[src/rtl/mw_pkg.sv]
package mw_pkg;

    typedef enum logic [2:0] {
        ST_IDLE,
        ST_HUNT,
        ST_CMD,
        ST_DATA,
        ST_READ,
        ST_ARMED,
        ST_DONE,
        ST_POLL
    } mw_state_e;

    localparam logic [1:0] OP_CTRL  = 2'b00;
    localparam logic [1:0] OP_WRITE = 2'b01;
    localparam logic [1:0] OP_READ  = 2'b10;

    localparam logic [1:0] CTL_ENABLE  = 2'b11;
    localparam logic [1:0] CTL_DISABLE = 2'b00;

endpackage

[src/rtl/mw_sync.sv]
module mw_sync #(
    parameter int WIDTH  = 3,
    parameter int STAGES = 2
) (
    input  logic             clk,
    input  logic             rst_n,
    input  logic [WIDTH-1:0] async_i,
    output logic [WIDTH-1:0] sync_o
);

    logic [STAGES-1:0][WIDTH-1:0] stage_q;

    always_ff @(posedge clk or negedge rst_n) begin
        if (!rst_n) begin
            stage_q <= '0;
        end else begin
            stage_q[0] <= async_i;
            for (int i = 1; i < STAGES; i++) begin
                stage_q[i] <= stage_q[i-1];
            end
        end
    end

    assign sync_o = stage_q[STAGES-1];

endmodule

[src/rtl/mw_array.sv]
module mw_array #(
    parameter int ADDR_W      = 6,
    parameter int DATA_W      = 16,
    parameter int PROG_CYCLES = 2000
) (
    input  logic              clk,
    input  logic              rst_n,
    input  logic              start_i,
    input  logic [ADDR_W-1:0] addr_i,
    input  logic [DATA_W-1:0] data_i,
    input  logic [ADDR_W-1:0] rd_addr_i,
    output logic [DATA_W-1:0] rd_data_o,
    output logic              busy_o
);

    localparam int DEPTH = 1 << ADDR_W;
    localparam int TW    = $clog2(PROG_CYCLES + 1);

    logic [DATA_W-1:0] mem_q [DEPTH];
    logic [TW-1:0]     timer_q;
    logic              busy_q;
    logic [ADDR_W-1:0] wa_q;
    logic [DATA_W-1:0] wd_q;

    always_ff @(posedge clk or negedge rst_n) begin
        if (!rst_n) begin
            busy_q  <= 1'b0;
            timer_q <= '0;
            wa_q    <= '0;
            wd_q    <= '0;
            for (int i = 0; i < DEPTH; i++) begin
                mem_q[i] <= '0;
            end
        end else if (start_i && !busy_q) begin
            busy_q  <= 1'b1;
            timer_q <= TW'(PROG_CYCLES - 1);
            wa_q    <= addr_i;
            wd_q    <= data_i;
        end else if (busy_q) begin
            if (timer_q == '0) begin
                mem_q[wa_q] <= wd_q;
                busy_q      <= 1'b0;
            end else begin
                timer_q <= timer_q - TW'(1);
            end
        end
    end

    assign rd_data_o = mem_q[rd_addr_i];
    assign busy_o    = busy_q;


    start_prog_chk: assert property (@(posedge clk) disable iff (!rst_n)
        start_i |=> busy_q);


    no_restart_chk: assert property (@(posedge clk) disable iff (!rst_n)
        busy_q |-> !start_i);

endmodule

[src/rtl/mw_fsm.sv]
module mw_fsm
    import mw_pkg::*;
#(
    parameter int ADDR_W = 6,
    parameter int DATA_W = 16
) (
    input  logic              clk,
    input  logic              rst_n,
    input  logic              cs_i,
    input  logic              sk_rise_i,
    input  logic              di_i,
    input  logic              busy_i,
    input  logic [DATA_W-1:0] rd_data_i,
    output logic [ADDR_W-1:0] rd_addr_o,
    output logic              prog_start_o,
    output logic [ADDR_W-1:0] prog_addr_o,
    output logic [DATA_W-1:0] prog_data_o,
    output logic              dout_o,
    output logic              dout_oe_o
);

    localparam int CMD_W = ADDR_W + 2;
    localparam int MAXW  = (DATA_W > CMD_W) ? DATA_W : CMD_W;
    localparam int CNT_W = $clog2(MAXW);

    mw_state_e         state_q, state_d;
    logic [CMD_W-2:0]  cmd_q;
    logic [DATA_W-1:0] data_q;
    logic [DATA_W-1:0] out_sh_q;
    logic [ADDR_W-1:0] addr_q;
    logic [CNT_W-1:0]  cnt_q;
    logic              dout_q, dout_oe_q, wen_q, stat_q, prog_start_q;

    logic [CMD_W-1:0]  cmd_next;
    logic [1:0]        op_next, ctl_next;
    logic              last_cmd, last_data;

    assign cmd_next  = {cmd_q, di_i};
    assign op_next   = cmd_next[CMD_W-1 -: 2];
    assign ctl_next  = cmd_next[ADDR_W-1 -: 2];
    assign last_cmd  = (cnt_q == CNT_W'(CMD_W - 1));
    assign last_data = (cnt_q == CNT_W'(DATA_W - 1));

    always_comb begin
        state_d = state_q;
        if (!cs_i) begin
            state_d = ST_IDLE;
        end else begin
            unique case (state_q)
                ST_IDLE:  state_d = (busy_i || stat_q) ? ST_POLL : ST_HUNT;
                ST_HUNT:  if (sk_rise_i && di_i) state_d = ST_CMD;
                ST_CMD: begin
                    if (sk_rise_i && last_cmd) begin
                        case (op_next)
                            OP_READ:  state_d = ST_READ;
                            OP_WRITE: state_d = ST_DATA;
                            default:  state_d = ST_DONE;
                        endcase
                    end
                end
                ST_DATA:  if (sk_rise_i && last_data) state_d = ST_ARMED;
                ST_READ, ST_ARMED, ST_DONE: state_d = state_q;
                ST_POLL:  if (sk_rise_i && di_i && !busy_i) state_d = ST_CMD;
                default:  state_d = ST_IDLE;
            endcase
        end
    end

    always_ff @(posedge clk or negedge rst_n) begin
        if (!rst_n) state_q <= ST_IDLE;
        else        state_q <= state_d;
    end

    always_ff @(posedge clk or negedge rst_n) begin
        if (!rst_n) begin
            cmd_q        <= '0;
            data_q       <= '0;
            out_sh_q     <= '0;
            addr_q       <= '0;
            cnt_q        <= '0;
            dout_q       <= 1'b0;
            dout_oe_q    <= 1'b0;
            wen_q        <= 1'b0;
            stat_q       <= 1'b0;
            prog_start_q <= 1'b0;
        end else begin
            prog_start_q <= 1'b0;
            if (!cs_i) begin
                dout_oe_q <= 1'b0;
                dout_q    <= 1'b0;
                cnt_q     <= '0;
                if (state_q == ST_ARMED && wen_q) begin
                    prog_start_q <= 1'b1;
                    stat_q       <= 1'b1;
                end
                if (state_q == ST_POLL && !busy_i) stat_q <= 1'b0;
            end else begin
                unique case (state_q)
                    ST_HUNT: begin
                        cnt_q <= '0;
                        cmd_q <= '0;
                    end
                    ST_CMD: if (sk_rise_i) begin
                        cmd_q <= cmd_next[CMD_W-2:0];
                        if (last_cmd) begin
                            cnt_q  <= '0;
                            addr_q <= cmd_next[ADDR_W-1:0];
                            if (op_next == OP_READ) begin
                                dout_oe_q <= 1'b1;
                                dout_q    <= 1'b0;
                            end else if (op_next == OP_CTRL && ctl_next == CTL_ENABLE) begin
                                wen_q <= 1'b1;
                            end else if (op_next == OP_CTRL && ctl_next == CTL_DISABLE) begin
                                wen_q <= 1'b0;
                            end
                        end else begin
                            cnt_q <= cnt_q + CNT_W'(1);
                        end
                    end
                    ST_DATA: if (sk_rise_i) begin
                        data_q <= {data_q[DATA_W-2:0], di_i};
                        cnt_q  <= last_data ? '0 : cnt_q + CNT_W'(1);
                    end
                    ST_READ: if (sk_rise_i) begin
                        if (cnt_q == '0) begin
                            dout_q   <= rd_data_i[DATA_W-1];
                            out_sh_q <= {rd_data_i[DATA_W-2:0], 1'b0};
                        end else begin
                            dout_q   <= out_sh_q[DATA_W-1];
                            out_sh_q <= {out_sh_q[DATA_W-2:0], 1'b0};
                        end
                        if (last_data) begin
                            cnt_q  <= '0;
                            addr_q <= addr_q + ADDR_W'(1);
                        end else begin
                            cnt_q <= cnt_q + CNT_W'(1);
                        end
                    end
                    ST_POLL: begin
                        dout_oe_q <= 1'b1;
                        dout_q    <= ~busy_i;
                        if (sk_rise_i && di_i && !busy_i) begin
                            dout_oe_q <= 1'b0;
                            dout_q    <= 1'b0;
                            stat_q    <= 1'b0;
                            cnt_q     <= '0;
                            cmd_q     <= '0;
                        end
                    end
                    default: ;
                endcase
            end
        end
    end

    assign rd_addr_o    = addr_q;
    assign prog_start_o = prog_start_q;
    assign prog_addr_o  = addr_q;
    assign prog_data_o  = data_q;
    assign dout_o       = dout_q;
    assign dout_oe_o    = dout_oe_q;


    idle_hiz_chk: assert property (@(posedge clk) disable iff (!rst_n)
        !cs_i |=> !dout_oe_q);


    read_drive_chk: assert property (@(posedge clk) disable iff (!rst_n)
        (state_q == ST_READ) |-> dout_oe_q);


    dummy_zero_chk: assert property (@(posedge clk) disable iff (!rst_n)
        ($rose(dout_oe_q) && state_q == ST_READ) |-> !dout_q);


    poll_drive_chk: assert property (@(posedge clk) disable iff (!rst_n)
        (state_q == ST_POLL && $past(state_q) == ST_POLL) |-> dout_oe_q);

endmodule

[src/rtl/mw_eeprom.sv]
module mw_eeprom #(
    parameter int ADDR_W      = 6,
    parameter int DATA_W      = 16,
    parameter int PROG_CYCLES = 2000,
    parameter int SYNC_STAGES = 2
) (
    input  logic clk,
    input  logic rst_n,
    input  logic cs_i,
    input  logic sclk_i,
    input  logic din_i,
    output logic dout_o,
    output logic dout_oe_o
);

    logic [2:0]        pins_s;
    logic              cs_s, sk_s, di_s, sk_prev_q, sk_rise;
    logic              busy, prog_start;
    logic [ADDR_W-1:0] rd_addr, prog_addr;
    logic [DATA_W-1:0] rd_data, prog_data;

    mw_sync #(.WIDTH(3), .STAGES(SYNC_STAGES)) u_sync (
        .clk     (clk),
        .rst_n   (rst_n),
        .async_i ({cs_i, sclk_i, din_i}),
        .sync_o  (pins_s)
    );

    assign {cs_s, sk_s, di_s} = pins_s;

    always_ff @(posedge clk or negedge rst_n) begin
        if (!rst_n) sk_prev_q <= 1'b0;
        else        sk_prev_q <= sk_s;
    end

    assign sk_rise = sk_s & ~sk_prev_q;

    mw_fsm #(.ADDR_W(ADDR_W), .DATA_W(DATA_W)) u_fsm (
        .clk          (clk),
        .rst_n        (rst_n),
        .cs_i         (cs_s),
        .sk_rise_i    (sk_rise),
        .di_i         (di_s),
        .busy_i       (busy),
        .rd_data_i    (rd_data),
        .rd_addr_o    (rd_addr),
        .prog_start_o (prog_start),
        .prog_addr_o  (prog_addr),
        .prog_data_o  (prog_data),
        .dout_o       (dout_o),
        .dout_oe_o    (dout_oe_o)
    );

    mw_array #(.ADDR_W(ADDR_W), .DATA_W(DATA_W), .PROG_CYCLES(PROG_CYCLES)) u_array (
        .clk       (clk),
        .rst_n     (rst_n),
        .start_i   (prog_start),
        .addr_i    (prog_addr),
        .data_i    (prog_data),
        .rd_addr_i (rd_addr),
        .rd_data_o (rd_data),
        .busy_o    (busy)
    );

endmodule

[config.mk]
export PLATFORM = sky130hd
export DESIGN_NAME = mw_eeprom
export DESIGN_NICKNAME = d
export VERILOG_FILES = /design/src/rtl/mw_pkg.sv /design/src/rtl/mw_sync.sv /design/src/rtl/mw_array.sv /design/src/rtl/mw_fsm.sv /design/src/rtl/mw_eeprom.sv
export SDC_FILE = /design/constraint.sdc
export NUM_CORES = 2
export LEC_CHECK = 0
export BUFFER_PORTS_ARGS = -buffer_cell sky130_fd_sc_hd__buf_2
export CAP_MARGIN = 5
export CORE_MARGIN = 2
export CORE_UTILIZATION = 45
export DETAILED_ROUTE_END_ITERATION = 10
export SYNTH_ARGS = -nofsm -noshare
export SYNTH_HDL_FRONTEND = slang
export SYNTH_SLANG_ARGS = --single-unit
export TNS_END_PERCENT = 30
[constraint.sdc]
create_clock -name clk -period 4.35 [get_ports clk]
set_input_delay 0.6525 -clock clk [delete_from_list [all_inputs] [get_ports clk]]
set_output_delay 0.6525 -clock clk [all_outputs]
set_load 0.05 [all_outputs]
==> impl_metrics.tcl <==
set metrics [dict create \
    antenna_found_initial 6 \
    via_per_inst 6.07 \
    syn_area_um2 51800 \
    gp_congestion 0.858 \
    grt_pass1_vias 33200 \
    drtPass1Iterations 5 \
    maxSlewHeadroom_pct 15.4 \
    max-cap-violations 0 \
    core_um2 114000 \
    fin_tns_setup_ns 0 \
    clock_latency_ns 0.71 \
    syn-num-nets 3541 \
    routed_wl_mm 144 \
    rsz0062_at_grt "false" \
    finalCritPeriodShare_pct 90.0 \
    hold_viol_final 0 \
    syn_inst 3531 \
    dpl.hpwl_mm 89.8 \
    start_util_pct 45.3 \
    finClkSkew_ns 0.0395 \
    die_h_um 343 \
    hp-class "input port to asynchronous set/reset pin" \
    grt_pass1_wl_mm 219 \
    cts_setup_buffers 0 \
    tritoncts "built" \
    worst_pin_slew_ns 1.27 \
    synth_edf_count 0 \
    cts_root_buffer "clkbuf_16" \
    drive_above_1_share_pct 47.4 \
    grt_usage_pct 24.9 \
    period_minus_slack_ns 3.92 \
    synth_ff_type "dfrtp_1" \
    hold_buffers 0 \
    max_clock_freq_mhz 255 \
    setup_viol 0 \
    setup.worst_path.start_class "register" \
    synth_seq_cells 1121 \
    areaGrowthSynthToFinish_pct 10.9 \
    layout.nets 3475 \
    cts.sinks 1121 \
    via_count 30800 \
    die_w_um 343 \
    fin_area_um2 57500 \
    synthDistinctLibCells 75 \
    grt_max_degree 114 \
    finalNonFillerCells 5074 \
    rows 124 \
    clkSlewWorstSetupHoldPaths_ns 0.06 \
    status "completed" \
    required_ns 4.96 \
    first_iter_violations 2304 \
    drc 0 \
    crit_arrival_ns 4.53 \
    worstPathMaxFanout 21 \
    endpoint_kind "register" \
    io_buffer_count 6 \
    wl_per_cell_um 28.4 \
    dpl_cell_area_um2 53500 \
    dp_cells 4857 \
    leakage_nw 26.8 \
    critPathKind "register to register" \
    grt_remaining_overflow 0 \
    ys_warn_count 0 \
    power_density_nw_per_um2 378 \
    ant_nets 0 \
    synthArstFlopShare_pct 100 \
    htreeDepth 3 \
    top_level_ports 7 \
    cts_buffer_depth 3 \
    cts_resized 0 \
    cts_buffers 118 \
    synth_area_per_cell_um2 14.7 \
    ir_drop_v 0.000307 \
    seq_area_frac_synth_pct 54.1 \
    die_area_um2 118000 \
    slew_violations 0 \
]
-- state kept, by name (all words and copies together), names as in the netlist, 3 cells and up --
name and flops:
u_fsm.state_q 3, u_sync.stage_q 3, u_fsm.prog_data_o 16, u_array.timer_q 11, u_sync.sync_o 3, u_fsm.cnt_q 4
u_fsm.out_sh_q 15, u_array.wa_q 6, u_array.wd_q 16, u_array.mem_q 1024, u_fsm.prog_addr_o 6, u_fsm.cmd_q 7
-- cell type report --
| cell class | count | area (um^2) |
|---|---|---|
| inverters | 18 | 67.6 |
| fillers | 9507 | 56800 |
| clock buffers | 173 | 3500 |
| clock inverters | 42 | 463 |
| well taps | 1512 | 1890 |
| multi-input cells | 2073 | 22200 |
| flip-flops and latches | 1121 | 28100 |
| diodes | 2 | 5.00 |
| repair buffers | 133 | 1310 |
-- logic make-up after synthesis --
| family | share of synthesized area (%) |
|---|---|
| XOR/XNOR | 0.101 |
| AND/OR/NAND/NOR | 4.46 |
| flip-flops | 54.1 |
| buffers and inverters | 3.14 |
| AO/OA/AOI/OAI | 3.04 |
| adder cells (fa/ha/maj) | 0.121 |
| multiplexers | 35.0 |
-- path summary, 6_finish.rpt --
kind | start | to | slack [ns] | cells after the start
hold / removal | rst_n | u_array.mem_q[568] | 0.02 | 1
setup reg to reg | u_fsm.state_q[2] | u_fsm.out_sh_q[8] | 0.43 | 7
min in group clk | din_i | u_sync.stage_q[0] | 0.06 | 1
hold reg to reg | u_sync.stage_q[1] | u_sync.sync_o[1] | 0.35 | 0
setup / recovery | u_fsm.state_q[2] | u_fsm.out_sh_q[8] | 0.43 | 7
max in group asynchronous | rst_n | u_array.mem_q[108] | 3.05 | 3
-- through the flow --
stage	total power [W]	util (%)	hold WS [ns]	worst slack, ns
global placement	0.0116	46.8	0.335	0.619
floorplan	0.0112	-	0.331	2.02
CTS	0.0219	50.3	0.0105	0.613
global route	0.0225	50.3	0.0331	0.399
finish	0.0217	50.3	0.0167	0.434
detailed placement	0.0117	46.8	0.336	0.620
-- synth_stat cells, drive strengths merged, types with 3 or more instances --
cell type,number,share of area (%)
nand4,17,0.23
nand2,175,1.3
nor4,6,0.16
o22ai,10,0.12
mux4,224,9.7
a2bb2oi,3,0.051
nor2,101,1.4
nand2b,14,0.17
a2111o,3,0.065
buf,146,1.8
and2,3,0.036
o31ai,14,0.20
o211ai,23,0.33
a31oi,10,0.12
nor3b,8,0.13
nor3,13,0.13
o21ai,64,0.62
o221ai,13,0.22
mux2i,137,2.6
a22oi,20,0.29
or3,5,0.060
xnor2,5,0.084
clkbuf,173,1.3
a22o,4,0.068
dfrtp,1121,54
and3,6,0.072
a221oi,4,0.068
nor2b,21,0.25
a211oi,5,0.072
nand3,32,0.32
nand3b,4,0.058
o21bai,3,0.043
ha,5,0.12
a21oi,44,0.42
mux2,1043,23
inv,18,0.13
-- report_power, final --
part           switching, W  total, W  leakage (nW)  internal, W
clock network       0.00423    0.0102          1.97      0.00602
logic              0.000611  0.000847          9.19     0.000236
registers          0.000115    0.0106          15.6       0.0105
total               0.00495    0.0217          26.8       0.0168
-- cells in the final DEF, fill, tap and decap left out, types with 17 or more instances in the layout --
| master | n |
|---|---|
| clkbuf_8 | 32 |
| dfrtp_1 | 1101 |
| clkbuf_16 | 119 |
| mux4_2 | 224 |
| inv_1 | 17 |
| clkbuf_1 | 22 |
| mux2_2 | 1041 |
| buf_12 | 25 |
| clkinv_2 | 25 |
| nor2_1 | 46 |
| mux2i_1 | 137 |
| nor2_2 | 27 |
| nand2_1 | 170 |
| nor2_4 | 23 |
| nand3_1 | 31 |
| o21ai_0 | 62 |
| buf_4 | 102 |
| a21oi_1 | 44 |
| nor2b_1 | 21 |
| o211ai_1 | 23 |
| a22oi_1 | 20 |
-- worst max-delay path, cell delays in order, from the launching register on --
cell	delay [ns]
dfrtp_1	0.68
nor3b_2	0.25
buf_4	0.26
and3_1	0.75
o21ai_0	0.61
a221oi_1	0.90
o31ai_1	0.19
o211ai_1	0.17
-- layer usage --
| metal | GRT usage, % | vias up | wire length (um) |
|---|---|---|---|
| met2 | 39.7 | 838 | 68600 |
| met3 | 3.90 | 212 | 7620 |
| met5 | 0 | - | 8 |
| met1 | 34.9 | 16900 | 63300 |
| met4 | 8.30 | 2 | 4360 |
| li1 | - | 12800 | - |
Power figures use the tool's default switching activity.
